$ cat src/rtl/lcdt_pkg.sv
package lcdt_pkg;

  typedef enum logic [1:0] {
    SEG_SYNC  = 2'd0,
    SEG_BACK  = 2'd1,
    SEG_ACT   = 2'd2,
    SEG_FRONT = 2'd3
  } seg_e;

  function automatic seg_e seg_after(seg_e s);
    case (s)
      SEG_SYNC: return SEG_BACK;
      SEG_BACK: return SEG_ACT;
      SEG_ACT:  return SEG_FRONT;
      default:  return SEG_SYNC;
    endcase
  endfunction

  function automatic int max4(int a, int b, int c, int d);
    int m;
    m = a;
    if (b > m) m = b;
    if (c > m) m = c;
    if (d > m) m = d;
    return m;
  endfunction

endpackage

$ cat src/rtl/lcdt_pixdiv.sv
module lcdt_pixdiv #(
  parameter int CVW = 10
) (
  input  logic           clk,
  input  logic           rst_n,
  input  logic           run_i,
  input  logic [CVW-1:0] div_i,
  output logic           ph_o,
  output logic           tick_o
);

  logic [CVW-1:0] cnt_q, cnt_d;
  logic           ph_q, ph_d;
  logic           half_end;

  assign half_end = (cnt_q >= div_i);

  always_comb begin
    cnt_d = cnt_q;
    ph_d  = ph_q;
    if (!run_i) begin
      cnt_d = '0;
      ph_d  = 1'b0;
    end else if (half_end) begin
      cnt_d = '0;
      ph_d  = ~ph_q;
    end else begin
      cnt_d = cnt_q + 1'b1;
    end
  end

  always_ff @(posedge clk or negedge rst_n) begin
    if (!rst_n) begin
      cnt_q <= '0;
      ph_q  <= 1'b0;
    end else begin
      cnt_q <= cnt_d;
      ph_q  <= ph_d;
    end
  end

  assign ph_o   = ph_q;
  assign tick_o = run_i && half_end && !ph_q;

  // the divider never runs past its programmed half period once settled
  assert_half_bound_R1: assert property (@(posedge clk) disable iff (!rst_n)
    (run_i && $past(run_i) && $stable(div_i) && cnt_q <= div_i) |=> (cnt_q <= div_i || !$stable(div_i)));

endmodule

$ cat src/rtl/lcdt_axis.sv
module lcdt_axis #(
  parameter int SW = 8,
  parameter int BW = 8,
  parameter int AW = 11,
  parameter int FW = 8,
  localparam int CW = lcdt_pkg::max4(SW, BW, AW, FW)
) (
  input  logic            clk,
  input  logic            rst_n,
  input  logic            clr_i,
  input  logic            step_i,
  input  logic [SW-1:0]   sync_m1_i,
  input  logic [BW-1:0]   back_m1_i,
  input  logic [AW-1:0]   act_m1_i,
  input  logic [FW-1:0]   front_m1_i,
  output lcdt_pkg::seg_e  seg_o,
  output logic [CW-1:0]   cnt_o,
  output logic            wrap_o
);
  import lcdt_pkg::*;

  seg_e          seg_q, seg_d;
  logic [CW-1:0] cnt_q, cnt_d;
  logic [CW-1:0] lim;
  logic          at_end;

  always_comb begin
    case (seg_q)
      SEG_SYNC: lim = CW'(sync_m1_i);
      SEG_BACK: lim = CW'(back_m1_i);
      SEG_ACT:  lim = CW'(act_m1_i);
      default:  lim = CW'(front_m1_i);
    endcase
  end

  assign at_end = (cnt_q == lim);

  always_comb begin
    seg_d = seg_q;
    cnt_d = cnt_q;
    if (clr_i) begin
      seg_d = SEG_SYNC;
      cnt_d = '0;
    end else if (step_i) begin
      if (at_end) begin
        seg_d = seg_after(seg_q);
        cnt_d = '0;
      end else begin
        cnt_d = cnt_q + 1'b1;
      end
    end
  end

  always_ff @(posedge clk or negedge rst_n) begin
    if (!rst_n) begin
      seg_q <= SEG_SYNC;
      cnt_q <= '0;
    end else begin
      seg_q <= seg_d;
      cnt_q <= cnt_d;
    end
  end

  assign seg_o  = seg_q;
  assign cnt_o  = cnt_q;
  assign wrap_o = step_i && at_end && (seg_q == SEG_FRONT);

  // segments only ever advance in sync, back, active, front order
  assert_seg_order_R2: assert property (@(posedge clk) disable iff (!rst_n)
    (!$stable(seg_q) && !$past(clr_i)) |-> (seg_q == seg_after($past(seg_q))));

  // position inside a segment never exceeds its programmed count
  assert_cnt_bound_R4: assert property (@(posedge clk) disable iff (!rst_n)
    cnt_q <= lim);

endmodule

$ cat src/rtl/lcd_raster_gen.sv
module lcd_raster_gen #(
  parameter int CV_W = 10,
  parameter int HS_W = 8,
  parameter int HB_W = 8,
  parameter int HA_W = 11,
  parameter int HF_W = 8,
  parameter int VS_W = 6,
  parameter int VB_W = 8,
  parameter int VA_W = 10,
  parameter int VF_W = 8,
  parameter int DW   = 16
) (
  input  logic            clk,
  input  logic            rst_n,
  input  logic            en_i,
  input  logic [CV_W-1:0] clkval_i,
  input  logic [HS_W-1:0] hsync_w_i,
  input  logic [HB_W-1:0] hback_i,
  input  logic [HA_W-1:0] hact_i,
  input  logic [HF_W-1:0] hfront_i,
  input  logic [VS_W-1:0] vsync_w_i,
  input  logic [VB_W-1:0] vback_i,
  input  logic [VA_W-1:0] vact_i,
  input  logic [VF_W-1:0] vfront_i,
  input  logic            inv_pclk_i,
  input  logic            inv_hsync_i,
  input  logic            inv_vsync_i,
  input  logic            inv_data_i,
  input  logic            inv_de_i,
  input  logic [DW-1:0]   rgb_i,
  output logic            pclk_o,
  output logic            hsync_o,
  output logic            vsync_o,
  output logic            de_o,
  output logic [DW-1:0]   rgb_o,
  output logic [HA_W-1:0] x_o,
  output logic [VA_W-1:0] y_o,
  output logic            req_o
);
  import lcdt_pkg::*;

  localparam int HCW   = max4(HS_W, HB_W, HA_W, HF_W);
  localparam int VCW   = max4(VS_W, VB_W, VA_W, VF_W);
  localparam int CFG_W = CV_W + HS_W + HB_W + HA_W + HF_W
                       + VS_W + VB_W + VA_W + VF_W + 5;

  // reset: asserted asynchronously, released on a clock edge
  logic [1:0] rs_q;
  logic       rst_s;
  always_ff @(posedge clk or negedge rst_n) begin
    if (!rst_n) rs_q <= 2'b00;
    else        rs_q <= {rs_q[0], 1'b1};
  end
  assign rst_s = rs_q[1];

  // shadow configuration, loaded at frame boundary or while not running
  logic [CFG_W-1:0] cfg_in, shadow_q, shadow_d;
  logic [CV_W-1:0]  clkval_s;
  logic [HS_W-1:0]  hs_s;
  logic [HB_W-1:0]  hb_s;
  logic [HA_W-1:0]  ha_s;
  logic [HF_W-1:0]  hf_s;
  logic [VS_W-1:0]  vs_s;
  logic [VB_W-1:0]  vb_s;
  logic [VA_W-1:0]  va_s;
  logic [VF_W-1:0]  vf_s;
  logic             ipc_s, ihs_s, ivs_s, idat_s, ide_s;

  assign cfg_in = {clkval_i, hsync_w_i, hback_i, hact_i, hfront_i,
                   vsync_w_i, vback_i, vact_i, vfront_i,
                   inv_pclk_i, inv_hsync_i, inv_vsync_i, inv_data_i, inv_de_i};
  assign {clkval_s, hs_s, hb_s, ha_s, hf_s, vs_s, vb_s, va_s, vf_s,
          ipc_s, ihs_s, ivs_s, idat_s, ide_s} = shadow_q;

  logic live_q, live_d;
  logic pix_ph, pix_tick;
  logic h_step, h_wrap, frame_wrap;
  logic jt_q, jt_d;
  seg_e h_seg, v_seg;
  logic [HCW-1:0] h_cnt;
  logic [VCW-1:0] v_cnt;

  lcdt_pixdiv #(.CVW(CV_W)) u_div (
    .clk    (clk),
    .rst_n  (rst_s),
    .run_i  (en_i),
    .div_i  (clkval_s),
    .ph_o   (pix_ph),
    .tick_o (pix_tick)
  );

  assign h_step = pix_tick && live_q;

  lcdt_axis #(.SW(HS_W), .BW(HB_W), .AW(HA_W), .FW(HF_W)) u_hax (
    .clk        (clk),
    .rst_n      (rst_s),
    .clr_i      (!live_q),
    .step_i     (h_step),
    .sync_m1_i  (hs_s),
    .back_m1_i  (hb_s),
    .act_m1_i   (ha_s),
    .front_m1_i (hf_s),
    .seg_o      (h_seg),
    .cnt_o      (h_cnt),
    .wrap_o     (h_wrap)
  );

  lcdt_axis #(.SW(VS_W), .BW(VB_W), .AW(VA_W), .FW(VF_W)) u_vax (
    .clk        (clk),
    .rst_n      (rst_s),
    .clr_i      (!live_q),
    .step_i     (h_wrap),
    .sync_m1_i  (vs_s),
    .back_m1_i  (vb_s),
    .act_m1_i   (va_s),
    .front_m1_i (vf_s),
    .seg_o      (v_seg),
    .cnt_o      (v_cnt),
    .wrap_o     (frame_wrap)
  );

  always_comb begin
    live_d = live_q;
    if (!en_i)         live_d = 1'b0;
    else if (pix_tick) live_d = 1'b1;
    shadow_d = (!live_q || frame_wrap) ? cfg_in : shadow_q;
    jt_d     = h_step;
  end

  always_ff @(posedge clk or negedge rst_s) begin
    if (!rst_s) begin
      live_q   <= 1'b0;
      shadow_q <= '0;
      jt_q     <= 1'b0;
    end else begin
      live_q   <= live_d;
      shadow_q <= shadow_d;
      jt_q     <= jt_d;
    end
  end

  logic de_raw;
  assign de_raw  = live_q && (h_seg == SEG_ACT) && (v_seg == SEG_ACT);

  assign pclk_o  = (live_q && pix_ph) ^ ipc_s;
  assign hsync_o = (live_q && (h_seg == SEG_SYNC)) ^ ihs_s;
  assign vsync_o = (live_q && (v_seg == SEG_SYNC)) ^ ivs_s;
  assign de_o    = de_raw ^ ide_s;
  assign rgb_o   = (de_raw ? rgb_i : '0) ^ {DW{idat_s}};
  assign x_o     = de_raw ? h_cnt[HA_W-1:0] : '0;
  assign y_o     = de_raw ? v_cnt[VA_W-1:0] : '0;
  assign req_o   = jt_q && de_raw;

  // timing advances only where the raw pixel clock turns high
  assert_step_low_R1: assert property (@(posedge clk) disable iff (!rst_s)
    h_step |-> !pix_ph);
  assert_step_rise_R1: assert property (@(posedge clk) disable iff (!rst_s)
    h_step |=> pix_ph);

  // coordinates stay inside the programmed active area
  assert_coord_range_R5: assert property (@(posedge clk) disable iff (!rst_s)
    (de_o != ide_s) |-> (x_o <= ha_s && y_o <= va_s));

  // a request is only raised while data-enable is active
  assert_req_in_de_R6: assert property (@(posedge clk) disable iff (!rst_s)
    req_o |-> (de_o != ide_s));

  // after a stop, sync and data-enable pins rest at their idle levels
  assert_stop_idle_R8: assert property (@(posedge clk) disable iff (!rst_s)
    !en_i |=> (hsync_o == ihs_s && vsync_o == ivs_s && de_o == ide_s && !req_o));

  // the shadow settings hold for the whole of a running frame
  assert_no_tear_R10: assert property (@(posedge clk) disable iff (!rst_s)
    (live_q && !frame_wrap) |=> $stable(shadow_q));

endmodule

$ cat config.mk
export PLATFORM = sky130hd
export DESIGN_NAME = lcd_raster_gen
export DESIGN_NICKNAME = d
export VERILOG_FILES = /design/src/rtl/lcdt_pkg.sv /design/src/rtl/lcdt_pixdiv.sv /design/src/rtl/lcdt_axis.sv /design/src/rtl/lcd_raster_gen.sv
export SDC_FILE = /design/constraint.sdc
export NUM_CORES = 1
export LEC_CHECK = 0
export CORE_MARGIN = 4
export CORE_UTILIZATION = 40
export CTS_BUF_LIST = sky130_fd_sc_hd__clkbuf_2 sky130_fd_sc_hd__clkbuf_4 sky130_fd_sc_hd__clkbuf_8
export CTS_CLUSTER_DIAMETER = 150
export CTS_CLUSTER_SIZE = 20
export DETAILED_ROUTE_END_ITERATION = 16
export DONT_BUFFER_PORTS = 1
export PLACE_DENSITY = 0.53
export SLEW_MARGIN = 20
export SYNTH_ARGS = -nofsm -noshare
export SYNTH_HDL_FRONTEND = slang
export SYNTH_SLANG_ARGS = --single-unit
$ cat constraint.sdc
create_clock -name clk -period 4.3 [get_ports clk]
set_input_delay 0.645 -clock clk [delete_from_list [all_inputs] [get_ports clk]]
set_output_delay 0.645 -clock clk [all_outputs]
set_load 0.02 [all_outputs]
==> results of run 1 <==
## per-layer routing
layer  GRT usage (%)  vias up
met2            24.5      155
li1                -     2077
met1            22.3     2153
met3            4.36       22
met4            6.07        0
met5               0        -
## state kept, by name, summed over array words and instances, names as in the netlist
signal       count
u_hax.seg_o      2
u_hax.cnt_o     11
live_q           1
u_vax.cnt_o     10
rs_q             2
u_div.ph_o       1
u_div.cnt_q     10
shadow_q        82
u_vax.seg_o      2
jt_q             1
## cell usage after synthesis, types with 14 or more instances
master                     instances  area share [%]
sky130_fd_sc_hd__clkbuf_1         15            0.81
sky130_fd_sc_hd__and2_1           23             2.1
sky130_fd_sc_hd__xor2_1           14             1.8
sky130_fd_sc_hd__inv_1            32             1.7
sky130_fd_sc_hd__mux2i_1          16             2.3
sky130_fd_sc_hd__xnor2_1          38             4.8
sky130_fd_sc_hd__mux2_4           80              17
sky130_fd_sc_hd__ha_1             23             4.1
sky130_fd_sc_hd__dfrtp_1         122              44
sky130_fd_sc_hd__nand2_1          39             2.1
sky130_fd_sc_hd__nand3_1          23             1.7
sky130_fd_sc_hd__and3_1           15             1.4
sky130_fd_sc_hd__a222oi_1         14             2.0
sky130_fd_sc_hd__nor2_1           25             1.4
## worst min-delay path by stage
stage,slack [ps],cells after the start,end,from
after floorplan,330,0,rs_q[1]$_DFF_PN0_,rs_q[0]$_DFF_PN0_
after global placement,340,0,rs_q[1]$_DFF_PN0_,rs_q[0]$_DFF_PN0_
after detailed placement,340,0,rs_q[1]$_DFF_PN0_,rs_q[0]$_DFF_PN0_
after CTS,290,1,live_q$_DFFE_PN0P_,en_i
after global routing,300,1,live_q$_DFFE_PN0P_,en_i
final,330,1,live_q$_DFFE_PN0P_,en_i
## power by group through the flow
stage	Clock, mW	Combinational (mW)	Sequential (mW)
final	0.958	0.145	1.23
after CTS	0.992	0.148	1.23
after floorplan	0	0.122	1.25
after global placement	0	0.143	1.25
after detailed placement	0	0.146	1.25
after global routing	1.04	0.161	1.24
## kinds of logic after synthesis
family                     after synthesis
buffers and inverters                   63
and+or+nand+nor                        159
DFF                                    122
muxes                                   98
other                                    1
xor gates and xnor gates                55
adders and majority gates               23
AOI/OAI and AO/OA                       68
## worst register-to-register path: cells and delay by family (launching register included)
family,cells,cell delay [ps]
AO/OA/AOI/OAI,4,1300
AND/OR/NAND/NOR,2,610
adder cells (fa/ha/maj),1,530
buffers and inverters,2,480
multiplexers,1,470
flip-flops,1,430
## per-stage QoR
| stage | setup WS [ps] | std cells | instance area, um2 | hold WS [ps] |
|---|---|---|---|---|
| 2_1_floorplan | 649 | 589 | 6950 | 331 |
| 3_3_place_gp | 440 | 787 | 7020 | 341 |
| 3_5_place_dp | 394 | 787 | 7020 | 339 |
| 4_1_cts | 373 | 819 | 7390 | 291 |
| 5_1_grt | 45.7 | 819 | 7390 | 302 |
| 6_report | 356 | 819 | 7390 | 327 |
## area by class of cell
| type | instances | area [um2] |
|---|---|---|
| Clock buffer | 20 | 269 |
| Tap cell | 220 | 275 |
| Clock inverter | 11 | 97.6 |
| Fill cell | 1613 | 9420 |
| Sequential cell | 122 | 3060 |
| Timing Repair Buffer | 10 | 77.6 |
| Inverter | 32 | 120 |
| Multi-Input combinational cell | 404 | 3500 |
## cell usage in the layout, fill, tap and decap left out, types with 16 or more instances in the layout
| cell | count |
|---|---|
| sky130_fd_sc_hd__nor2_1 | 25 |
| sky130_fd_sc_hd__nand2_1 | 39 |
| sky130_fd_sc_hd__ha_1 | 23 |
| sky130_fd_sc_hd__inv_1 | 32 |
| sky130_fd_sc_hd__xnor2_1 | 38 |
| sky130_fd_sc_hd__dfrtp_1 | 121 |
| sky130_fd_sc_hd__and2_1 | 23 |
| sky130_fd_sc_hd__mux2i_1 | 16 |
| sky130_fd_sc_hd__nand3_1 | 23 |
| sky130_fd_sc_hd__mux2_4 | 80 |
| sky130_fd_sc_hd__clkbuf_8 | 19 |
==> results.toml, run 1 <==
[run_status]
status = "finished clean"

[sta]
post-route-min-period_ps = 3940
timing.final.setup_violations = 0
worstMarginPinSlew_ps = 906
final.period_utilization_pct = 91.7
timing.setup.tns_ps = 0
grt_setup_unrepaired = "false"
slew_violations = 0
max_freq_ghz = 0.254
timing.slew.headroom_pct = 39.6
fin_skew_ps = 10.9
finalHoldViolCount = 0

[worst_setup_path]
timing.critical_path.slowest_cell_delay_ps = 530
cp_cell_sequence = "inv_1, ha_1, a221oi_1, o21a_1, a311o_1, nor4_1, nand2_2, o41a_2, buf_4, mux2_4"
crit_start = "u_vax.seg_o[0]$_DFFE_PN0P_"
timing_worst_setup_path_type = "flip-flop to flip-flop"
path_length_in_cells_of_the_critical_path = 10
critPathMaxFanout = 50
crit_path_start_kind = "flip-flop"
reg2reg_setup_slack_ps = 360
critical-path-top-delay-family = "compound AO/OA/AOI/OAI gates"
critical_path.reg2reg.startpoint = "u_vax.seg_o[0]$_DFFE_PN0P_"
cpMaxStageDelayCell = "sky130_fd_sc_hd__ha_1"
critPathCapture = "shadow_q[22]$_DFFE_PN0P_"
critPathBufInv = 2
crit_arrival_ps = 4260
rr_endpoint = "shadow_q[22]$_DFFE_PN0P_"
ff2ff_path_depth = 10
worst_ep_required_time_ps = 4620
endpoint_kind = "flip-flop"

[logic_synthesis]
yosys_warnings = 0
synth-edff-count = 0
area_share_of_fa_ha_maj_cells_after_synthesis_pct = 4.14
yosysSeqAreaShare_pct = 43.9
ys_types = 52
number_of_instances_in_the_synthesized_netlist = 589
synth-compound-area-share_pct = 7.35
muxShareOfSynthArea_pct = 19.9
syn-mean-instance-area_um2 = 11.8
yosys.area_share.simple_pct = 11.6
largest_family_of_logic_cells_by_synthesized_area = "multiplexers"
synth-main-ff-cell = "sky130_fd_sc_hd__dfrtp_1"
synthArstFlopShare_pct = 100
synth-xor-area-share_pct = 7.26
mappedNetlistArea_um2 = 6950
synth.ff_latch_count = 122
postSynthNetCount = 713

[cells_and_area]
layout.nets = 711
antenna_cells_inserted = 0
layout_cell_share_with_drive_strength_beyond_1_pct = 22.2
area_delta_synth_final_pct = 6.45
post-route-util_pct = 44.0

[global_route]
antenna_found_initial = 0
global_route_wire_length_before_repair_um = 25100
grt_start_max_net_pins = 53
global_route.usage.total_pct = 16.2
overflow = 0
first_global_vias = 4627

[power]
power.combinational.fraction_pct = 6.2
p_sw_share_pct = 24.6
p_seq_share_pct = 52.8
vdd_drop_max_mv = 0.182
cell_leakage_power_nw = 3.21
p_total_mw = 2.33
power_density_nw_per_um2 = 316
internal_power_mw = 1.76
netSwitchingPower_uw = 575
power.clock.fraction_pct = 41.0

[detailed_routing]
m1WireLength_um = 7190
route.detailed.wl_per_inst_um = 18.8
viasPerCell = 5.38
ant_nets = 0
met3_length_um = 967
number_of_detailed_route_iterations_in_the_first_pass = 7
route.vias.total = 4407
detail_route.drc_violations = 0
route.top_layer_used = "met4"
detailroute.wirelength.met2_um = 6990
initialDrtViolationCount = 283
postRouteWirelength_um = 15400

[clock_network]
root_buffer = "sky130_fd_sc_hd__clkbuf_8"
cts_setup_buffers = 0
ctsLongestPathBuffers = 2
cts.reportedPaths.clkPinSlew_ps = 80
cts_htree_levels = 4
post_cts.resized_instances = 0
cts_hold_buf = 1
tritoncts = "done"
cts_made_buffers = 17
tritoncts_num_sinks = 122
insertion_delay_of_the_later_clocked_pin_in_the_worst_skew_pair_ps = 440

[run]
count_of_max_cap_constraint_violations = 0

[die]
dieHeight_um = 140
io-pin-count = 143
num_rows = 47
core_area_um2 = 16800
die_x_um = 140
start_util_pct = 41.3
design.die.area_um2 = 19500

[placed_design]
hpwlAfterDp_um = 11000
port_buffers = 0
gpl.final_weighted_congestion = 0.757

[hold_path]
kind_of_path_behind_the_tightest_hold_check = "input pin to flip-flop"
Power figures use the tool's default switching activity.
==> inputs of run 2 (changes only) <==
- clock period: 4.3 -> 4.1 ns (I/O delays scaled with it)
==> run 2 against run 1 <==
Against the previous run: final cell count up 0.12%; critical path depth unchanged; setup slack better by 98 ps; sequential power up 5%; hold slack worse by 73 ps; sequential cell count unchanged; combinational power up 8%; critical endpoint is now shadow_q[81]$_DFFE_PN0P_; highest routed layer unchanged.
==> results.toml, run 2 (synthesis gave the netlist of run 1 again) <==
[run_status]
status = "finished clean"

[worst_setup_path]
cp_cell_sequence = "inv_1, ha_1, a222oi_1, mux2i_1, xnor2_1, nand3_1, or3_4, o41a_2, buf_4, mux2_4"
critical_path.reg2reg.startpoint = "u_hax.seg_o[0]$_DFFE_PN0P_"
crit_arrival_ps = 3970
timing_worst_setup_path_type = "flip-flop to flip-flop"
timing.critical_path.slowest_cell_delay_ps = 570
reg2reg_setup_slack_ps = 450
critPathMaxFanout = 27
ff2ff_path_depth = 10
rr_endpoint = "shadow_q[81]$_DFFE_PN0P_"
endpoint_kind = "flip-flop"
cpMaxStageDelayCell = "sky130_fd_sc_hd__ha_1"
crit_path_start_kind = "flip-flop"
worst_ep_required_time_ps = 4420

[die]
design.die.area_um2 = 19500
num_rows = 47
die_x_um = 140
dieHeight_um = 140
io-pin-count = 143
start_util_pct = 41.3
core_area_um2 = 16800

[clock_network]
cts_setup_buffers = 0
post_cts.resized_instances = 0
insertion_delay_of_the_later_clocked_pin_in_the_worst_skew_pair_ps = 450
ctsLongestPathBuffers = 2
root_buffer = "sky130_fd_sc_hd__clkbuf_8"
tritoncts = "done"
cts_htree_levels = 4
tritoncts_num_sinks = 122
cts.reportedPaths.clkPinSlew_ps = 80
cts_made_buffers = 17

[sta]
grt_setup_unrepaired = "false"
timing.final.setup_violations = 0
max_freq_ghz = 0.274
slew_violations = 0
final.period_utilization_pct = 88.9
timing.slew.headroom_pct = 48.8
timing.setup.tns_ps = 0
fin_hold_ws_ps = 254
fin_skew_ps = 17.5
worstMarginPinSlew_ps = 768
post-route-min-period_ps = 3650
finalHoldViolCount = 0

[power]
power_density_nw_per_um2 = 331
p_total_mw = 2.46
cell_leakage_power_nw = 3.20
vdd_drop_max_mv = 0.266

[cells_and_area]
layout_cell_share_with_drive_strength_beyond_1_pct = 22.3
area_delta_synth_final_pct = 6.75
final_cell_mix = "sky130_fd_sc_hd__dfrtp_1 (121), sky130_fd_sc_hd__mux2_4 (80), sky130_fd_sc_hd__nand2_1 (39)"
fillCellCount = 1576
layout.nets = 711
antenna_cells_inserted = 0
largest_reg_flops = 82
multiInputGateArea_um2 = 3500
ff_latch_area_um2 = 3060
mostFrequentLayoutCell = "sky130_fd_sc_hd__dfrtp_1"
top_register = "shadow_q"

[hold_path]
kind_of_path_behind_the_tightest_hold_check = "flip-flop to asynchronous set/reset pin"

[detailed_routing]
ant_nets = 0
postRouteWirelength_um = 15600
met3_length_um = 1060
m1WireLength_um = 6960
route.detailed.wl_per_inst_um = 19.0
route.vias.total = 4435
number_of_detailed_route_iterations_in_the_first_pass = 7
initialDrtViolationCount = 266
viasPerCell = 5.41
detail_route.drc_violations = 0
detailroute.wirelength.met2_um = 7400
route.top_layer_used = "met4"

[global_route]
overflow = 0
first_global_vias = 4643
global_route_wire_length_before_repair_um = 24800
grt_start_max_net_pins = 56
antenna_found_initial = 0
global_route.usage.total_pct = 16.0

[run]
count_of_max_cap_constraint_violations = 0

[placed_design]
gpl.final_weighted_congestion = 0.756
hpwlAfterDp_um = 11200
port_buffers = 0
==> run 2: changes by cell type in the layout (fill, tap and decap cells not counted), sizes merged <==
| cell | before | now |
|---|---|---|
| clkbuf | 20 | 19 |
| clkinv | 5 | 4 |
| clkinvlp | 4 | 6 |
| inv | 33 | 34 |
==> run 2: stage by stage <==
step                      cell area (um2)  cells  util [%]  setup WS, ps
after floorplan                      6950    589         -           449
after global placement               7030    787      41.8           524
after detailed placement             7030    787      41.8           431
after CTS                            7420    820      44.1           423
after global routing                 7420    820      44.1           214
final                                7420    820      44.1           455
==> run 2: what timing repair did <==
item | CTS | global route
setup endpoints to repair | 0 | 0
hold buffers | 1 | 0
endpoints found under the hold margin | 2 | 0
==> run 2: cell type report <==
class | instances | share of cell area, %
Multi-Input combinational cell | 404 | 47.2
Sequential cell | 122 | 41.2
Tap cell | 220 | 3.71
Clock buffer | 19 | 3.44
Clock inverter | 13 | 1.62
Inverter | 32 | 1.62
Timing Repair Buffer | 10 | 1.21
==> run 2: critical path: cells and delay by family (launching register included) <==
family	cells	cell delay [ps]
AND/OR/NAND/NOR	2	530
flip-flops	1	430
adder cells (fa/ha/maj)	1	570
XOR/XNOR	1	210
buffers and inverters	2	410
AO/OA/AOI/OAI	2	670
multiplexers	2	680
==> run 2: worst max path at each step <==
stage                                from                       end  slack (ps)  depth (start not counted)
6_report       u_hax.seg_o[0]$_DFFE_PN0P_  shadow_q[81]$_DFFE_PN0P_         450                         10
5_1_grt        u_hax.seg_o[0]$_DFFE_PN0P_  shadow_q[80]$_DFFE_PN0P_         210                         10
4_1_cts        u_hax.seg_o[0]$_DFFE_PN0P_  shadow_q[80]$_DFFE_PN0P_         420                         10
3_5_place_dp   u_hax.seg_o[0]$_DFFE_PN0P_  shadow_q[70]$_DFFE_PN0P_         430                         10
3_3_place_gp   u_hax.seg_o[0]$_DFFE_PN0P_  shadow_q[71]$_DFFE_PN0P_         520                         10
2_1_floorplan           rs_q[1]$_DFF_PN0_            jt_q$_DFF_PN0_         450                          0
==> run 2: where the power goes <==
part	leakage, nW	total (mW)	switching [mW]	internal [mW]
Combinational	1.52	0.157	0.0715	0.0857
Clock	0.174	1.01	0.508	0.503
Sequential	1.51	1.29	0.0398	1.25
Total	3.20	2.46	0.620	1.84
==> run 2: routing by layer <==
layer,global-route usage (%),vias to the layer above
li1,-,2068
met1,20.8,2200
met2,25.6,157
met3,5.66,10
met4,3.93,0
met5,0,-
